==> src/rtl/buck_pulse_pkg.sv <==
// Shared phase encoding for the buck pulse timing controller.
package buck_pulse_pkg;
    typedef enum logic [1:0] {
        PH_HOLD = 2'd0,   // disabled, switch off
        PH_ON   = 2'd1,   // switch conducting
        PH_OFF  = 2'd2    // inductor discharging
    } phase_t;
endpackage

==> src/rtl/buck_ontime_ramp.sv <==
// On-time ramp: counts cycles of the current on-time and flags the cycle
// that reaches the smaller of two limit words.
// Assumes: step is high only while the on-phase continues into the next cycle.
module buck_ontime_ramp #(
    parameter int RAMP_W = 10
) (
    input  logic              clk,
    input  logic              rst_n,
    input  logic              step,
    input  logic [RAMP_W-1:0] lim_a,
    input  logic [RAMP_W-1:0] lim_b,
    output logic              lim_hit
);
    logic [RAMP_W-1:0] ramp_q;
    logic [RAMP_W-1:0] eff_lim;

    // Lower limit always governs the on-time
    always_comb eff_lim = (lim_a < lim_b) ? lim_a : lim_b;

    // Hit when this cycle is the last one the limit allows
    always_comb lim_hit = ({1'b0, ramp_q} + {{RAMP_W{1'b0}}, 1'b1}) >= {1'b0, eff_lim};

    // Ramp advances while the phase continues, otherwise returns to zero
    always_ff @(posedge clk) begin
        if (!rst_n)    ramp_q <= '0;
        else if (step) ramp_q <= ramp_q + 1'b1;
        else           ramp_q <= '0;
    end
endmodule

==> src/rtl/buck_blank_timer.sv <==
// Leading-edge blanking: reports when the on-time has run long enough
// for the over-current flag to be trusted.
// Assumes: step follows the same rule as the ramp counter.
module buck_blank_timer #(
    parameter int BLANK_CYC = 30
) (
    input  logic clk,
    input  logic rst_n,
    input  logic step,
    output logic open_o
);
    localparam int BW = $clog2(BLANK_CYC + 1) + 1;
    localparam logic [BW-1:0] LAST = BW'(BLANK_CYC);

    logic [BW-1:0] cnt_q;

    // Window opens once the count reaches the blanking length
    always_comb open_o = (cnt_q == LAST);

    // Count up to the window length and saturate there
    always_ff @(posedge clk) begin
        if (!rst_n)      cnt_q <= '0;
        else if (!step)  cnt_q <= '0;
        else if (!open_o) cnt_q <= cnt_q + 1'b1;
    end
endmodule

==> src/rtl/buck_off_timer.sv <==
// Off-phase timer: maximum off-time counter plus a zero-crossing detector
// that needs the flag to be seen high before a low can end the phase.
// Assumes: step is high only while the off-phase continues.
module buck_off_timer #(
    parameter int TOFF_MAX = 200
) (
    input  logic clk,
    input  logic rst_n,
    input  logic step,
    input  logic zx_i,
    output logic tmo_o,
    output logic zx_fall_o
);
    localparam int CW = $clog2(TOFF_MAX) + 1;
    localparam logic [CW-1:0] LAST = CW'(TOFF_MAX - 1);

    logic [CW-1:0] cnt_q;
    logic          armed_q;

    // Timeout on the last allowed off cycle
    always_comb tmo_o = (cnt_q == LAST);

    // A low sample after an armed high is the falling edge
    always_comb zx_fall_o = armed_q && !zx_i;

    // Off-time count and arming, both cleared outside the phase
    always_ff @(posedge clk) begin
        if (!rst_n || !step) begin
            cnt_q   <= '0;
            armed_q <= 1'b0;
        end else begin
            cnt_q   <= cnt_q + 1'b1;
            armed_q <= armed_q | zx_i;
        end
    end
endmodule

==> src/rtl/buck_pulse_ctrl.sv <==
// Buck switch pulse timing controller. Sequences hold, on and off phases,
// drives a registered gate level and records what ended each phase.
// Assumes: comparator flags are synchronous to clk; limits held steady
// during an on-time.
module buck_pulse_ctrl
    import buck_pulse_pkg::*;
#(
    parameter int RAMP_W    = 10,
    parameter int BLANK_CYC = 30,
    parameter int TOFF_MAX  = 200
) (
    input  logic              clk,
    input  logic              rst_n,
    input  logic              ocp_i,
    input  logic              zx_i,
    input  logic              off_req_i,
    input  logic [RAMP_W-1:0] pwr_lim_i,
    input  logic [RAMP_W-1:0] cur_lim_i,
    output logic              gate_o,
    output logic              on_end_ocp_o,
    output logic              off_end_tmo_o
);
    phase_t ph_q, ph_d;
    logic   lim_hit, blank_open, ocp_hit, tmo, zx_fall;
    logic   on_step, off_step;

    // Counters run only while their phase continues
    always_comb on_step  = (ph_q == PH_ON)  && (ph_d == PH_ON);
    always_comb off_step = (ph_q == PH_OFF) && (ph_d == PH_OFF);
    always_comb ocp_hit  = ocp_i && blank_open;

    buck_ontime_ramp #(.RAMP_W(RAMP_W)) u_ramp (
        .clk(clk), .rst_n(rst_n), .step(on_step),
        .lim_a(pwr_lim_i), .lim_b(cur_lim_i), .lim_hit(lim_hit)
    );

    buck_blank_timer #(.BLANK_CYC(BLANK_CYC)) u_blank (
        .clk(clk), .rst_n(rst_n), .step(on_step), .open_o(blank_open)
    );

    buck_off_timer #(.TOFF_MAX(TOFF_MAX)) u_off (
        .clk(clk), .rst_n(rst_n), .step(off_step), .zx_i(zx_i),
        .tmo_o(tmo), .zx_fall_o(zx_fall)
    );

    // Next phase: disable wins, then the end conditions of each phase
    always_comb begin
        ph_d = ph_q;
        if (off_req_i) begin
            ph_d = PH_HOLD;
        end else begin
            case (ph_q)
                PH_HOLD: ph_d = PH_ON;
                PH_ON:   if (ocp_hit || lim_hit) ph_d = PH_OFF;
                PH_OFF:  if (zx_fall || tmo)     ph_d = PH_ON;
                default: ph_d = PH_HOLD;
            endcase
        end
    end

    // Phase, registered gate and end-cause status
    always_ff @(posedge clk) begin
        if (!rst_n) begin
            ph_q          <= PH_HOLD;
            gate_o        <= 1'b0;
            on_end_ocp_o  <= 1'b0;
            off_end_tmo_o <= 1'b0;
        end else begin
            ph_q   <= ph_d;
            gate_o <= (ph_d == PH_ON);
            if (ph_q == PH_ON && ph_d == PH_OFF) on_end_ocp_o  <= ocp_hit;
            if (ph_q == PH_OFF && ph_d == PH_ON) off_end_tmo_o <= !zx_fall;
        end
    end
endmodule

==> config.mk <==
export PLATFORM = sky130hd
export DESIGN_NAME = buck_pulse_ctrl
export DESIGN_NICKNAME = d
export VERILOG_FILES = /design/src/rtl/buck_pulse_pkg.sv /design/src/rtl/buck_ontime_ramp.sv /design/src/rtl/buck_blank_timer.sv /design/src/rtl/buck_off_timer.sv /design/src/rtl/buck_pulse_ctrl.sv
export SDC_FILE = /design/constraint.sdc
export NUM_CORES = 1
export LEC_CHECK = 0
export BUFFER_PORTS_ARGS = -buffer_cell sky130_fd_sc_hd__buf_2
export CORE_MARGIN = 3
export CORE_UTILIZATION = 35
export CTS_BUF_LIST = sky130_fd_sc_hd__clkbuf_8
export DETAILED_ROUTE_END_ITERATION = 8
export PLACE_DENSITY_LB_ADDON = 0.12
export SYNTH_ARGS = -nofsm -noshare
export SYNTH_HDL_FRONTEND = slang
export SYNTH_SLANG_ARGS = --single-unit
export TNS_END_PERCENT = 100
==> constraint.sdc <==
create_clock -name clk -period 3.1 [get_ports clk]
set_input_delay 0.465 -clock clk [delete_from_list [all_inputs] [get_ports clk]]
set_output_delay 0.465 -clock clk [all_outputs]
set_load 0.02 [all_outputs]
==> flow_summary.json <==
{
  "outcome": "finished, final reports clean",
  "hold_viol": 0,
  "dpl.hpwl_um": 2950,
  "multi_input_area_um2": 1399,
  "syn_inst": 215,
  "rrSetupSlack_ns": 0.36,
  "cts_tree": "yes",
  "grt.total_usage_pct": 12.48,
  "fin_total_pwr_uw": 844.5,
  "crit_required_ns": 3.30,
  "die_w_um": 81.80,
  "n_fill_cell": 546,
  "syn_area_um2": 2011,
  "criticalPathCategory": "primary input to flop",
  "post-route-period-util_pct": 96.51,
  "fin_skew_ns": 0.005100,
  "grt-ovfl-total": 0,
  "postCtsHoldBufs": 0,
  "path_buf_inv": 4,
  "synth_edf_count": 0,
  "path_clk_slew_ns": 0.06,
  "period_needed_ns": 2.992,
  "die_h_um": 81.80,
  "slew_violations": 0,
  "min_to": "u_off.armed_q",
  "core_region_area_um2": 5335,
  "place_ws_ns": -0.2664,
  "crit_family": "compound AO/OA/AOI/OAI gates",
  "min_from": "zx_i",
  "fp.dieArea_um2": 6690,
  "setup_slack_ns": 0.1083,
  "start_util_pct": 37.69,
  "cts-root-buf": "clkbuf_8",
  "drc": 0,
  "grt_max_degree": 14,
  "worst_hold_path.num_cells": 3,
  "power_leakage_uw": 0.001071,
  "critPathMaxFanout": 6,
  "setup_viol": 0,
  "seq_area_frac_synth_pct": 30.86,
  "r2r-start": "u_ramp.ramp_q[0]",
  "worst_pin_slew_ns": 0.5086,
  "dr_wl_met2_um": 1656,
  "wl_per_cell_um": 11.38,
  "max_cap_violations": 0,
  "synth-seq-cells": 31,
  "worstSkewPairLatency_ns": 0.28,
  "relSlewSlack_pct": 66.09,
  "drive_gt1_share_pct": 34.08,
  "n_antenna_cell": 0,
  "hold_slack_ns": 0.4048,
  "startpoint_type": "primary input",
  "cp.arrival_ns": 3.19,
  "firstDrtPassIters": 4,
  "slowest_stage": "a211o_1",
  "finalWeightedCongestion": 0.7534,
  "grt_pass1_wl_um": 6492,
  "reg2reg_depth": 12,
  "h-tree-depth": 2,
  "antenna_found_initial": 0,
  "ir_drop_uv": 227.0,
  "cts_buffers": 5,
  "wl_met3_um": 133,
  "drt-initial-drc-count": 56,
  "clockBufferDepth": 2,
  "fmax_ghz": 0.3343,
  "row_count": 26,
  "power_density_nw_per_um2": 328.1,
  "grt_pass1_vias": 1473,
  "synth_ff_type": "dfxtp_1",
  "ant_nets": 0,
  "ys_types": 47,
  "vias": 1558,
  "fin_nets": 316,
  "wl_um": 3836,
  "vias_per_cell": 4.623,
  "area_growth_pct": 28.00,
  "regArea_um2": 620.6,
  "avgSynthCellArea_um2": 9.352,
  "timing.rr.end": "u_blank.cnt_q[3]",
  "numPortBuffers": 27,
  "synth_fp_nets": 263,
  "ioPinCount": 28,
  "met1Wirelength_um": 1995,
  "cp_slowest_stage_delay_ns": 0.34,
  "synth-async-reset-ratio_pct": 0,
  "cts_sinks": 31,
  "fin_tns_setup_ns": 0,
  "top_layer": "met4",
  "yosysWarnings": 0,
  "hold_path_class": "primary input to flop",
  "critPathCaptureType": "flop",
  "path_cells": "buf_2, inv_2, ha_4, a211oi_1, a211o_1, a32oi_2, buf_4, mux2i_1, ha_1, a21o_1, a21oi_2, o21a_2, o2111ai_4, clkbuf_16, nor3_2"
}
## worst register-to-register path: stages (launching register included)
cell       delay [ns]
dfxtp_1          0.43
ha_1             0.25
nand3_1          0.08
or2_1            0.26
nor2_1           0.12
xor2_1           0.20
ha_1             0.27
a21o_1           0.19
a21oi_2          0.11
o21a_2           0.18
o2111ai_4        0.19
clkbuf_16        0.23
nor3_2           0.14
## worst max-delay path by stage
stage | start | endpoint | cells after the start
after global placement | cur_lim_i[6] | gate_o | 15
final | cur_lim_i[2] | u_blank.cnt_q[3] | 15
after detailed placement | cur_lim_i[7] | u_ramp.ramp_q[3] | 15
after global routing | cur_lim_i[2] | u_blank.cnt_q[3] | 15
after CTS | cur_lim_i[7] | u_ramp.ramp_q[3] | 15
after floorplan | cur_lim_i[2] | u_ramp.ramp_q[8] | 14
## synthesized netlist by cell type (all sizes together) (6+ instances only)
| master | instances | area share, % |
|---|---|---|
| a21oi | 8 | 2.2 |
| dfxtp | 31 | 31 |
| ha | 23 | 14 |
| inv | 12 | 2.2 |
| mux2i | 10 | 5.0 |
| nand2 | 11 | 2.4 |
| nand3 | 13 | 3.5 |
| nor2 | 27 | 5.3 |
| nor3 | 9 | 4.3 |
| nor3b | 9 | 4.1 |
| o21ai | 6 | 1.5 |
| xnor2 | 13 | 5.7 |
| xor2 | 6 | 2.6 |
## routing by layer
metal	up-vias	global-route usage (%)
li1	861	-
met3	5	3.947
met2	18	18.09
met4	0	3.987
met5	-	0
met1	674	17.46
## state kept, by name, summed over array words and instances, names as in the netlist
signal         flops
u_ramp.ramp_q     10
u_off.cnt_q        9
u_blank.cnt_q      6
ph_q               2
gate_o             1
off_end_tmo_o      1
on_end_ocp_o       1
u_off.armed_q      1
## cells by family after synthesis
logic type	synth area share, %
adders and majority gates	14.31
muxes	5.725
DFF	30.87
AOI/OAI and AO/OA	10.02
xor gates and xnor gates	8.276
buffers and inverters	4.916
and+or+nand+nor	25.89
## report_power, final
group / internal (uW) / switching, uW / total (uW) / leakage (uW)
Clock: 146 / 135 / 281 / 0.0000413
Sequential: 402 / 3.59 / 406 / 0.000251
Combinational: 86.9 / 70.6 / 158 / 0.000780
Total: 635 / 210 / 844 / 0.00107
## cell type report
type	count	area share (%)
Clock buffer	5	2.674
Multi-Input combinational cell	168	54.35
Timing Repair Buffer	50	13.56
Inverter	12	1.750
Tap cell	70	3.403
Clock inverter	1	0.1458
Sequential cell	31	24.11
## timing repair
item	in CTS	in global routing
endpoints found under the setup margin	0	19
gates resized for setup	0	21
setup buffers	0	3
## metrics by stage
| stage | util, % | cells | area, um2 |
|---|---|---|---|
| finish | 48.24 | 337 | 2574 |
| global route | 48.24 | 337 | 2574 |
| CTS | 45.12 | 333 | 2407 |
| detailed placement | 43.76 | 327 | 2335 |
| global placement | 43.76 | 327 | 2335 |
| floorplan | - | 215 | 2011 |
## cell usage in the layout (no fill, tap or decap), types with 4 or more instances in the layout
| cell type | netlist | routed |
|---|---|---|
| nor3b_2 | 3 | 9 |
| nand3_1 | 12 | 12 |
| nand2_1 | 10 | 10 |
| xor2_1 | 6 | 6 |
| buf_2 | 0 | 27 |
| ha_4 | 0 | 4 |
| clkbuf_8 | 0 | 5 |
| mux2i_1 | 10 | 9 |
| xnor2_1 | 13 | 13 |
| nand2b_1 | 4 | 4 |
| buf_4 | 0 | 18 |
| inv_1 | 12 | 12 |
| nor3_2 | 6 | 4 |
| a21oi_1 | 7 | 6 |
| o21ai_1 | 2 | 4 |
| ha_1 | 23 | 19 |
| dfxtp_1 | 31 | 31 |
| nor2_1 | 25 | 25 |
Power figures use the tool's default switching activity.
